==> config.mk <==
export PLATFORM = sky130hd
export DESIGN_NAME = asram_ctrl
export DESIGN_NICKNAME = d
export VERILOG_FILES = /design/src/rtl/asram_pkg.sv /design/src/rtl/asram_phase_cnt.sv /design/src/rtl/asram_seq.sv /design/src/rtl/asram_dpath.sv /design/src/rtl/asram_ctrl.sv
export SDC_FILE = /design/constraint.sdc
export NUM_CORES = 1
export LEC_CHECK = 0
export ABC_CLOCK_PERIOD_IN_PS = 1400
export BUFFER_PORTS_ARGS = -buffer_cell sky130_fd_sc_hd__clkbuf_2
export CELL_PAD_IN_SITES_DETAIL_PLACEMENT = 1
export CELL_PAD_IN_SITES_GLOBAL_PLACEMENT = 1
export CORE_ASPECT_RATIO = 1.25
export CORE_MARGIN = 2
export CORE_UTILIZATION = 29
export CTS_CLUSTER_DIAMETER = 150
export CTS_CLUSTER_SIZE = 16
export DETAILED_ROUTE_END_ITERATION = 10
export PLACE_DENSITY = 0.81
export SLEW_MARGIN = 20
export SYNTH_ARGS = -nofsm -noshare
export SYNTH_HDL_FRONTEND = slang
export SYNTH_SLANG_ARGS = --single-unit
==> constraint.sdc <==
create_clock -name clk -period 1.4 [get_ports clk]
set_input_delay 0.07 -clock clk [delete_from_list [all_inputs] [get_ports clk]]
set_output_delay 0.07 -clock clk [all_outputs]
set_load 0.03 [all_outputs]
==> src/rtl/asram_pkg.sv <==
`timescale 1ns/1ps
// Shared types and elaboration-time helpers for the SRAM controller.
// Assumes all timing values are non-negative picosecond integers.
package asram_pkg;

    typedef enum logic [2:0] {
        ST_IDLE,
        ST_SETUP,
        ST_ACCESS,
        ST_STROBE,
        ST_HOLD
    } asram_state_e;

    // Whole clock cycles covering a limit, never fewer than one.
    function automatic int ps_to_cyc(input int lim_ps, input int clk_ps);
        int c;
        c = (lim_ps + clk_ps - 1) / clk_ps;
        return (c < 1) ? 1 : c;
    endfunction

    // Larger of two integers.
    function automatic int imax(input int a, input int b);
        return (a > b) ? a : b;
    endfunction

endpackage

==> src/rtl/asram_phase_cnt.sv <==
`timescale 1ns/1ps
// Loadable down-counter that measures the length of one sequencer phase.
// Assumes load has priority; the counter rests at zero once a phase ends.
module asram_phase_cnt #(
    parameter int W = 2
) (
    input  logic         clk,
    input  logic         rst_n,
    input  logic         load,
    input  logic [W-1:0] load_val,
    output logic [W-1:0] cnt,
    output logic         zero
);

    // Count down the remaining cycles of the current phase.
    always_ff @(posedge clk) begin
        if (!rst_n)            cnt <= '0;
        else if (load)         cnt <= load_val;
        else if (cnt != '0)    cnt <= cnt - 1'b1;
    end

    // Flag the last cycle of a phase.
    always_comb zero = (cnt == '0);

endmodule

==> src/rtl/asram_seq.sv <==
`timescale 1ns/1ps
// Command sequencer: walks idle -> setup -> access/strobe -> hold -> idle
// and decodes the memory control pins from the registered state.
// Assumes N_WP > N_DRV so the driver window inside the strobe is non-empty.
module asram_seq
    import asram_pkg::*;
#(
    parameter int W         = 2,
    parameter int N_RD      = 1,
    parameter int N_WP      = 2,
    parameter int N_DRV     = 1,
    parameter int N_RHOLD   = 1,
    parameter int N_WHOLD   = 1,
    parameter bit WR_OE_LOW = 1'b1
) (
    input  logic clk,
    input  logic rst_n,
    input  logic req,
    input  logic req_wr,
    output logic accept,
    output logic capture,
    output logic op_done,
    output logic mem_cs_n,
    output logic mem_oe_n,
    output logic mem_we_n,
    output logic mem_dq_oe
);

    localparam logic [W-1:0] RD_LD    = W'(N_RD - 1);
    localparam logic [W-1:0] WP_LD    = W'(N_WP - 1);
    localparam logic [W-1:0] RH_LD    = W'(N_RHOLD - 1);
    localparam logic [W-1:0] WH_LD    = W'(N_WHOLD - 1);
    localparam logic [W-1:0] DRV_LIM  = W'(N_WP - 1 - N_DRV);

    asram_state_e st, nxt;
    logic         wr_q;
    logic         load;
    logic [W-1:0] load_val;
    logic [W-1:0] cnt;
    logic         zero;

    asram_phase_cnt #(.W(W)) u_cnt (
        .clk      (clk),
        .rst_n    (rst_n),
        .load     (load),
        .load_val (load_val),
        .cnt      (cnt),
        .zero     (zero)
    );

    // Next-state selection and phase length to load on each transition.
    always_comb begin
        nxt      = st;
        load     = 1'b0;
        load_val = '0;
        unique case (st)
            ST_IDLE: if (req) begin
                nxt  = ST_SETUP;
                load = 1'b1;
            end
            ST_SETUP: if (zero) begin
                nxt      = wr_q ? ST_STROBE : ST_ACCESS;
                load     = 1'b1;
                load_val = wr_q ? WP_LD : RD_LD;
            end
            ST_ACCESS: if (zero) begin
                nxt      = ST_HOLD;
                load     = 1'b1;
                load_val = RH_LD;
            end
            ST_STROBE: if (zero) begin
                nxt      = ST_HOLD;
                load     = 1'b1;
                load_val = WH_LD;
            end
            ST_HOLD: if (zero) nxt = ST_IDLE;
            default: nxt = ST_IDLE;
        endcase
    end

    // State register.
    always_ff @(posedge clk) begin
        if (!rst_n) st <= ST_IDLE;
        else        st <= nxt;
    end

    // Latch the command direction when a request is taken.
    always_ff @(posedge clk) begin
        if (!rst_n)      wr_q <= 1'b0;
        else if (accept) wr_q <= req_wr;
    end

    // Handshake strobes toward the data path.
    always_comb begin
        accept  = (st == ST_IDLE) && req;
        capture = (st == ST_ACCESS) && zero;
        op_done = ((st == ST_ACCESS) || (st == ST_STROBE)) && zero;
    end

    // Memory pin decode from the registered state.
    always_comb begin
        mem_cs_n  = (st == ST_IDLE);
        mem_we_n  = (st != ST_STROBE);
        mem_oe_n  = !(((st == ST_SETUP) || (st == ST_ACCESS) || (st == ST_STROBE))
                      && (!wr_q || WR_OE_LOW));
        mem_dq_oe = (st == ST_STROBE) && (cnt <= DRV_LIM);
    end

endmodule

==> src/rtl/asram_dpath.sv <==
`timescale 1ns/1ps
// Data path: holds address and write data for the whole command,
// captures the read byte and produces the acknowledge pulse.
// Assumes accept, capture and op_done are single-cycle strobes.
module asram_dpath #(
    parameter int AW = 15,
    parameter int DW = 8
) (
    input  logic          clk,
    input  logic          rst_n,
    input  logic          accept,
    input  logic          capture,
    input  logic          op_done,
    input  logic [AW-1:0] req_addr,
    input  logic [DW-1:0] req_wdata,
    input  logic [DW-1:0] mem_dq_i,
    output logic [AW-1:0] mem_addr,
    output logic [DW-1:0] mem_dq_o,
    output logic [DW-1:0] rd_data,
    output logic          ack
);

    // Hold address and write data stable from setup through hold.
    always_ff @(posedge clk) begin
        if (!rst_n) begin
            mem_addr <= '0;
            mem_dq_o <= '0;
        end else if (accept) begin
            mem_addr <= req_addr;
            mem_dq_o <= req_wdata;
        end
    end

    // Sample the bus on the edge that ends the read access phase.
    always_ff @(posedge clk) begin
        if (!rst_n)       rd_data <= '0;
        else if (capture) rd_data <= mem_dq_i;
    end

    // One-cycle acknowledge when the access or strobe phase finishes.
    always_ff @(posedge clk) begin
        if (!rst_n) ack <= 1'b0;
        else        ack <= op_done;
    end

endmodule

==> src/rtl/asram_ctrl.sv <==
`timescale 1ns/1ps
// Top of the asynchronous SRAM controller. Derives every phase length
// from picosecond limits and CLK_PS, then wires sequencer and data path.
// Assumes one memory device and single commands (no bursts).
module asram_ctrl
    import asram_pkg::*;
#(
    parameter int AW        = 15,
    parameter int DW        = 8,
    parameter int CLK_PS    = 8000,
    parameter int T_RC_PS   = 10000,
    parameter int T_AA_PS   = 10000,
    parameter int T_OE_PS   = 6000,
    parameter int T_WC_PS   = 10000,
    parameter int T_WP_PS   = 8000,
    parameter int T_AW_PS   = 8000,
    parameter int T_DW_PS   = 6000,
    parameter int T_WHZ_PS  = 5000,
    parameter int T_HZ_PS   = 5000,
    parameter bit WR_OE_LOW = 1'b1
) (
    input  logic          clk,
    input  logic          rst_n,
    input  logic          req,
    input  logic          req_wr,
    input  logic [AW-1:0] req_addr,
    input  logic [DW-1:0] req_wdata,
    output logic          ack,
    output logic [DW-1:0] rd_data,
    output logic [AW-1:0] mem_addr,
    output logic          mem_cs_n,
    output logic          mem_oe_n,
    output logic          mem_we_n,
    output logic [DW-1:0] mem_dq_o,
    output logic          mem_dq_oe,
    input  logic [DW-1:0] mem_dq_i
);

    // Read access after the one-cycle setup (setup already counts once).
    localparam int N_RD = imax(1, imax(ps_to_cyc(T_AA_PS, CLK_PS) - 1,
                          imax(ps_to_cyc(T_OE_PS, CLK_PS) - 1,
                               ps_to_cyc(T_RC_PS, CLK_PS) - 1)));
    // Strobe cycles before the controller may drive the bus.
    localparam int N_DRV = WR_OE_LOW ? ps_to_cyc(T_WHZ_PS, CLK_PS) : 1;
    // Strobe length: pulse width, driver delay plus setup, select-to-end.
    localparam int N_WP0 = imax(ps_to_cyc(T_WP_PS, CLK_PS),
                           imax(N_DRV + ps_to_cyc(T_DW_PS, CLK_PS),
                                ps_to_cyc(T_AW_PS, CLK_PS) - 1));
    localparam int N_WP  = WR_OE_LOW ?
                           imax(N_WP0, ps_to_cyc(T_WHZ_PS + T_DW_PS, CLK_PS)) : N_WP0;
    localparam int N_RHOLD = imax(ps_to_cyc(T_HZ_PS, CLK_PS),
                                  ps_to_cyc(T_RC_PS, CLK_PS) - 1 - N_RD);
    localparam int N_WHOLD = imax(1, ps_to_cyc(T_WC_PS, CLK_PS) - 1 - N_WP);
    localparam int N_MAX   = imax(imax(N_RD, N_WP), imax(N_RHOLD, N_WHOLD));
    localparam int CW      = imax(1, $clog2(N_MAX + 1));

    logic accept;
    logic capture;
    logic op_done;

    asram_seq #(
        .W         (CW),
        .N_RD      (N_RD),
        .N_WP      (N_WP),
        .N_DRV     (N_DRV),
        .N_RHOLD   (N_RHOLD),
        .N_WHOLD   (N_WHOLD),
        .WR_OE_LOW (WR_OE_LOW)
    ) u_seq (
        .clk       (clk),
        .rst_n     (rst_n),
        .req       (req),
        .req_wr    (req_wr),
        .accept    (accept),
        .capture   (capture),
        .op_done   (op_done),
        .mem_cs_n  (mem_cs_n),
        .mem_oe_n  (mem_oe_n),
        .mem_we_n  (mem_we_n),
        .mem_dq_oe (mem_dq_oe)
    );

    asram_dpath #(.AW(AW), .DW(DW)) u_dpath (
        .clk       (clk),
        .rst_n     (rst_n),
        .accept    (accept),
        .capture   (capture),
        .op_done   (op_done),
        .req_addr  (req_addr),
        .req_wdata (req_wdata),
        .mem_dq_i  (mem_dq_i),
        .mem_addr  (mem_addr),
        .mem_dq_o  (mem_dq_o),
        .rd_data   (rd_data),
        .ack       (ack)
    );

endmodule

* Word level (Yosys, flattened, before mapping)
Index checks and enable logic that the tools add are counted.
Operators by class: $add $sub $neg 1, $lt $le $gt $ge 1, eq/ne operators 9, mux-type cells 14, reductions and logical operators 15
Operators with widths (count):
- 2-to-1 mux 3 bit | 4
- one-hot mux 3 bit (4 select lines) | 1
- 2-to-1 mux 2 bit | 4
- equality test 3 x 2 -> 1 bit (second input constant) | 2
- inequality test 2 x 1 -> 1 bit (second input constant) | 3
- logical AND 1 bit | 4
- 2-to-1 mux 1 bit | 4
- AND reduction 4 bit | 1
- nonzero test 2 bit | 2
- equality test 3 x 1 -> 1 bit (second input constant) | 1
- equality test 3 bit (second input constant) | 1
- zero test 3 bit | 1
- logical OR 1 bit | 3
- inequality test 3 x 2 -> 1 bit (second input constant) | 1
- OR reduction 3 bit | 1
- <= comparator 2 x 1 -> 1 bit (second input constant) | 1
- zero test 2 bit | 1
- inequality test 2 bit (second input constant) | 1
- one-hot mux 1 bit (2 select lines) | 1
- OR reduction 2 bit | 1
- subtractor 2 x 1 -> 2 bit (second input constant) | 1
- zero test 1 bit | 1
Storage, ports and cells: register bits after elaboration 38, output and inout port bits 36, word-level logic and storage cells 47

* Longest topological paths before layout
depth after elaboration 4, gate-level depth with buffers 6, gate-level depth less buffers 5

* Cells and area by module
Synthesis repeated with hierarchy kept, for this count alone.
Second synthesis, totals: cells, all modules 145, area, all modules 1619.1 um^2
Modules (own cells, without submodules):
- asram_dpath | instances 1, cells an instance 102, area an instance 1221.2 um^2
- asram_seq | instances 1, cells an instance 30, area an instance 274.0 um^2
- asram_phase_cnt | instances 1, cells an instance 13, area an instance 123.9 um^2

* Worst setup path after synthesis
Ideal clock, no wire load.
path kind register to register, from register u_seq.u_cnt.cnt[0], to register u_seq.u_cnt.cnt[0], data arrival time 1.302 ns, required time 1.325 ns, setup slack 0.023 ns, stages on the path, launching flop included 6, clock period less this slack 1.377 ns, cell sequence dfxtp_1 inv_1 ha_1 clkbuf_1 or3_2 a31oi_1
On the way: cells in the longest elaborated chain, start to end 4
Ends and longest elaborated chain:
- start: declaration | RTL line asram_phase_cnt.sv:11 | output logic [W-1:0] cnt,
- start signal: assignment | RTL line asram_phase_cnt.sv:18 | else if (load) cnt <= load_val;
- start signal: assignment | RTL line asram_phase_cnt.sv:19 | else if (cnt != '0) cnt <= cnt - 1'b1;
- zero test 2 bit | RTL line asram_phase_cnt.sv:23 | always_comb zero = (cnt == '0);
- 2-to-1 mux 1 bit or 2-to-1 mux 2 bit (tied branches) | RTL line asram_seq.sv:61, asram_seq.sv:66, asram_seq.sv:71
- one-hot mux 1 bit (2 select lines) or 2-to-1 mux 2 bit (tied branches)
- 2-to-1 mux 2 bit or nonzero test 2 bit (tied branches)
Parallel ways exist; a longest one is shown, timed or not. The select of a mux whose other input is x is not followed. A chain may end at the register's enable or synchronous reset.

* Worst setup path in the final report
from register u_seq.st[2], to register u_dpath.mem_addr[8]
On the way: cells in the longest elaborated chain, start to end 2
Ends and longest elaborated chain:
- start: declaration | RTL line asram_seq.sv:35 | asram_state_e st, nxt;
- start signal: assignment | RTL line asram_seq.sv:84 | else st <= nxt;
- zero test 3 bit | RTL line asram_seq.sv:95 | accept = (st == ST_IDLE) && req;
- logical AND 1 bit | RTL line asram_seq.sv:95
- end signal: assignment | RTL line asram_dpath.sv:29 | mem_addr <= req_addr;
- end: declaration | RTL line asram_dpath.sv:17 | output logic [AW-1:0] mem_addr,
Every way passes these cells.

==> out/results.ini <==
[route]
post_drt_wl_per_cell_um=12.3
dr.pass1.iters=2
num_vias=1472
via_per_inst=4.43
ant_nets=0
route.detailed.drc=0
drt_iter0_markers=45
routed_wl_um=4080

[status]
status=completed

[worst_setup_path]
r2r_setup_slack_ns=0.03
crit_fanout=11
worstSetupEndpointType=flop
crit_required_ns=1.62
criticalPathCategory=reg -> reg
reg2regPathDepth=5
cp.arrival_ns=1.58
cp-start-kind=flop

[synth]
syn_area_um2=1500
ys_ff_latch=38
synthCells=173
ys_types=29
synth_nets=209
yosysSeqAreaShare=0.506
avgSynthCellArea_um2=8.69
yosysWarningCount=0

[clock_tree]
cts-root-buf=clkbuf_8
cts_max_level=2
cts-buffers-inserted=5
cts_tree=built
path_clk_slew_ns=0.07
cts_sinks=38
clk_latency_ns=0.29
cts.path.max_buffers=2

[sta]
period_share=0.977
setup_viol=0
period_needed_ns=1.37
hold_slack_ns=0.00888
rsz0062_at_grt=true
tightestPinTransition_ns=0.374
slew_viol_final=0
slew_headroom=0.751
fin_ws_ns=0.0323
clock_skew_ns=0.00311
fmax_mhz=731
fin_setup_tns_ns=0
hold_viol=0

[hold_path]
hp-class=in -> reg
holdPathStages=3

[finish]
finalNonFillerCells=332
design_area_um2=2260
diodes=0
drive_gt1_frac=0.381
finalNetCount=305
syn2layout_area_growth_pct=50.3

[floorplanning]
die_y_um=84.5
core_region_area_um2=5040
io_pins=71
die_w_um=68.4
die_area_um2=5780
initial_core_util=0.298
rows=29

[global_route]
grt_first_pass_wirelength_um=6370
grt_pass1_vias=1467
grt_max_degree=36
antenna_found_initial=0
grt_usage=0.144
gr-total-overflow=0

[power]
ir_drop_mv=0.668
power_density_nw_per_um2=1270
leakagePower_uw=0.00101

[job]
maxCapViolCount=0

[placed_design]
dpl.cell_count=304
gp_congestion=0.701
placed_area_um2=1920
post-dp-hpwl_um=2890
pre_cts_slack_ns=-0.0968
port_buffers=70

==> layout make-up <==
type	count	area, µm²
fillers	624	2790
well taps	62	77.6
clock buffers	6	82.6
flip-flops and latches	38	764
inverters	4	15.0
repair buffers	102	657
clock inverters	2	12.5
multi-input cells	118	649
==> cells by family (layout without fill, tap and decap cells) <==
| logic type | after synthesis | in the layout | share of synthesized area |
|---|---|---|---|
| adder cells (fa/ha/maj) | 1 | 1 | 0.00833 |
| AND/OR/NAND/NOR | 76 | 76 | 0.232 |
| flip-flops | 38 | 38 | 0.506 |
| AO/OA/AOI/OAI | 33 | 33 | 0.124 |
| multiplexers | 8 | 8 | 0.0533 |
| buffers and inverters | 17 | 114 | 0.0758 |
==> critical path, stage by stage, from the launching register on <==
cell	delay [ns]
dfxtp_2	0.33
buf_4	0.15
nor4b_4	0.36
buf_4	0.25
nand2_1	0.07
a21oi_1	0.13
==> power by group <==
part | switching, µW | total [µW] | leakage (µW) | internal (µW)
combinational | 506 | 848 | 0.000647 | 341
sequential | 55.5 | 1240 | 0.000312 | 1180
clock | 382 | 778 | 0.0000472 | 396
total | 944 | 2860 | 0.00101 | 1920
==> placed cells by master, fill, tap and decap left out, types with 2 or more instances in the layout <==
cell type and n:
buf_6 3, clkbuf_2 69, dfxtp_2 3, dlygate4sd3_1 18, inv_1 2, or3_2 2, nand2_1 51, nor3_1 2
nor2b_1 2, o211ai_1 2, clkbuf_8 6, dfxtp_1 35, a21oi_1 26, nor2_1 11, mux2i_1 8, buf_4 11
==> sequential cells by signal (all words and copies together) (netlist names) <==
signal,cells
u_dpath.ack,1
u_dpath.mem_addr,15
u_dpath.mem_dq_o,8
u_dpath.rd_data,8
u_seq.st,3
u_seq.u_cnt.cnt,2
u_seq.wr_q,1
==> synthesized netlist by cell type (all sizes together) <==
library cell | n | area, µm²
clkinv | 1 | 3.75
clkbuf | 5 | 18.8
inv | 3 | 11.3
nand2b | 1 | 6.26
a21oi | 27 | 139
a31oi | 1 | 6.26
and2b | 1 | 7.51
nor2 | 11 | 41.3
buf | 8 | 80.1
a311oi | 1 | 8.76
or3 | 2 | 15.0
and3 | 1 | 6.26
nor4b | 1 | 23.8
o32a | 1 | 10.0
nand2 | 51 | 191
dfxtp | 38 | 761
nor3 | 2 | 10.0
ha | 1 | 12.5
nor2b | 2 | 12.5
or2b | 1 | 7.51
o211ai | 2 | 15.0
mux2i | 8 | 80.1
and4bb | 1 | 12.5
or4b | 1 | 10.0
o21bai | 1 | 7.51
nand3 | 1 | 5.00
==> path summary, 6_finish.rpt <==
path,from,end
max,u_seq.st[2],u_dpath.mem_addr[8]
min,req_wdata[6],u_dpath.mem_dq_o[6]
max reg2reg,u_seq.st[2],u_dpath.mem_addr[8]
min reg2reg,u_dpath.mem_dq_o[1],u_dpath.mem_dq_o[1]
==> timing repair <==
item | 4_1_cts | 5_1_grt
pin swaps | 1 | 2
cloned | 0 | 0
hold buffers | 17 | 1
endpoints found under the hold margin | 17 | 1
endpoints found under the setup margin | 9 | 17
setup buffers | 0 | 2
resized for setup | 10 | 4
==> stage by stage <==
step	total power [µW]	utilization
6_report	2860	0.448
5_1_grt	3040	0.448
4_1_cts	2890	0.440
3_5_place_dp	2040	0.381
3_3_place_gp	2020	0.381
2_1_floorplan	1800	-
==> per-layer routing <==
layer  track usage  vias up  routed length (µm)
met5             0        -                   0
met4        0.0327        0                  27
met3        0.0496        2                 225
met2         0.253       38                2110
met1         0.161      677                1710
li1              -      755                   -
No activity file was read; power rests on OpenSTA's default activity.
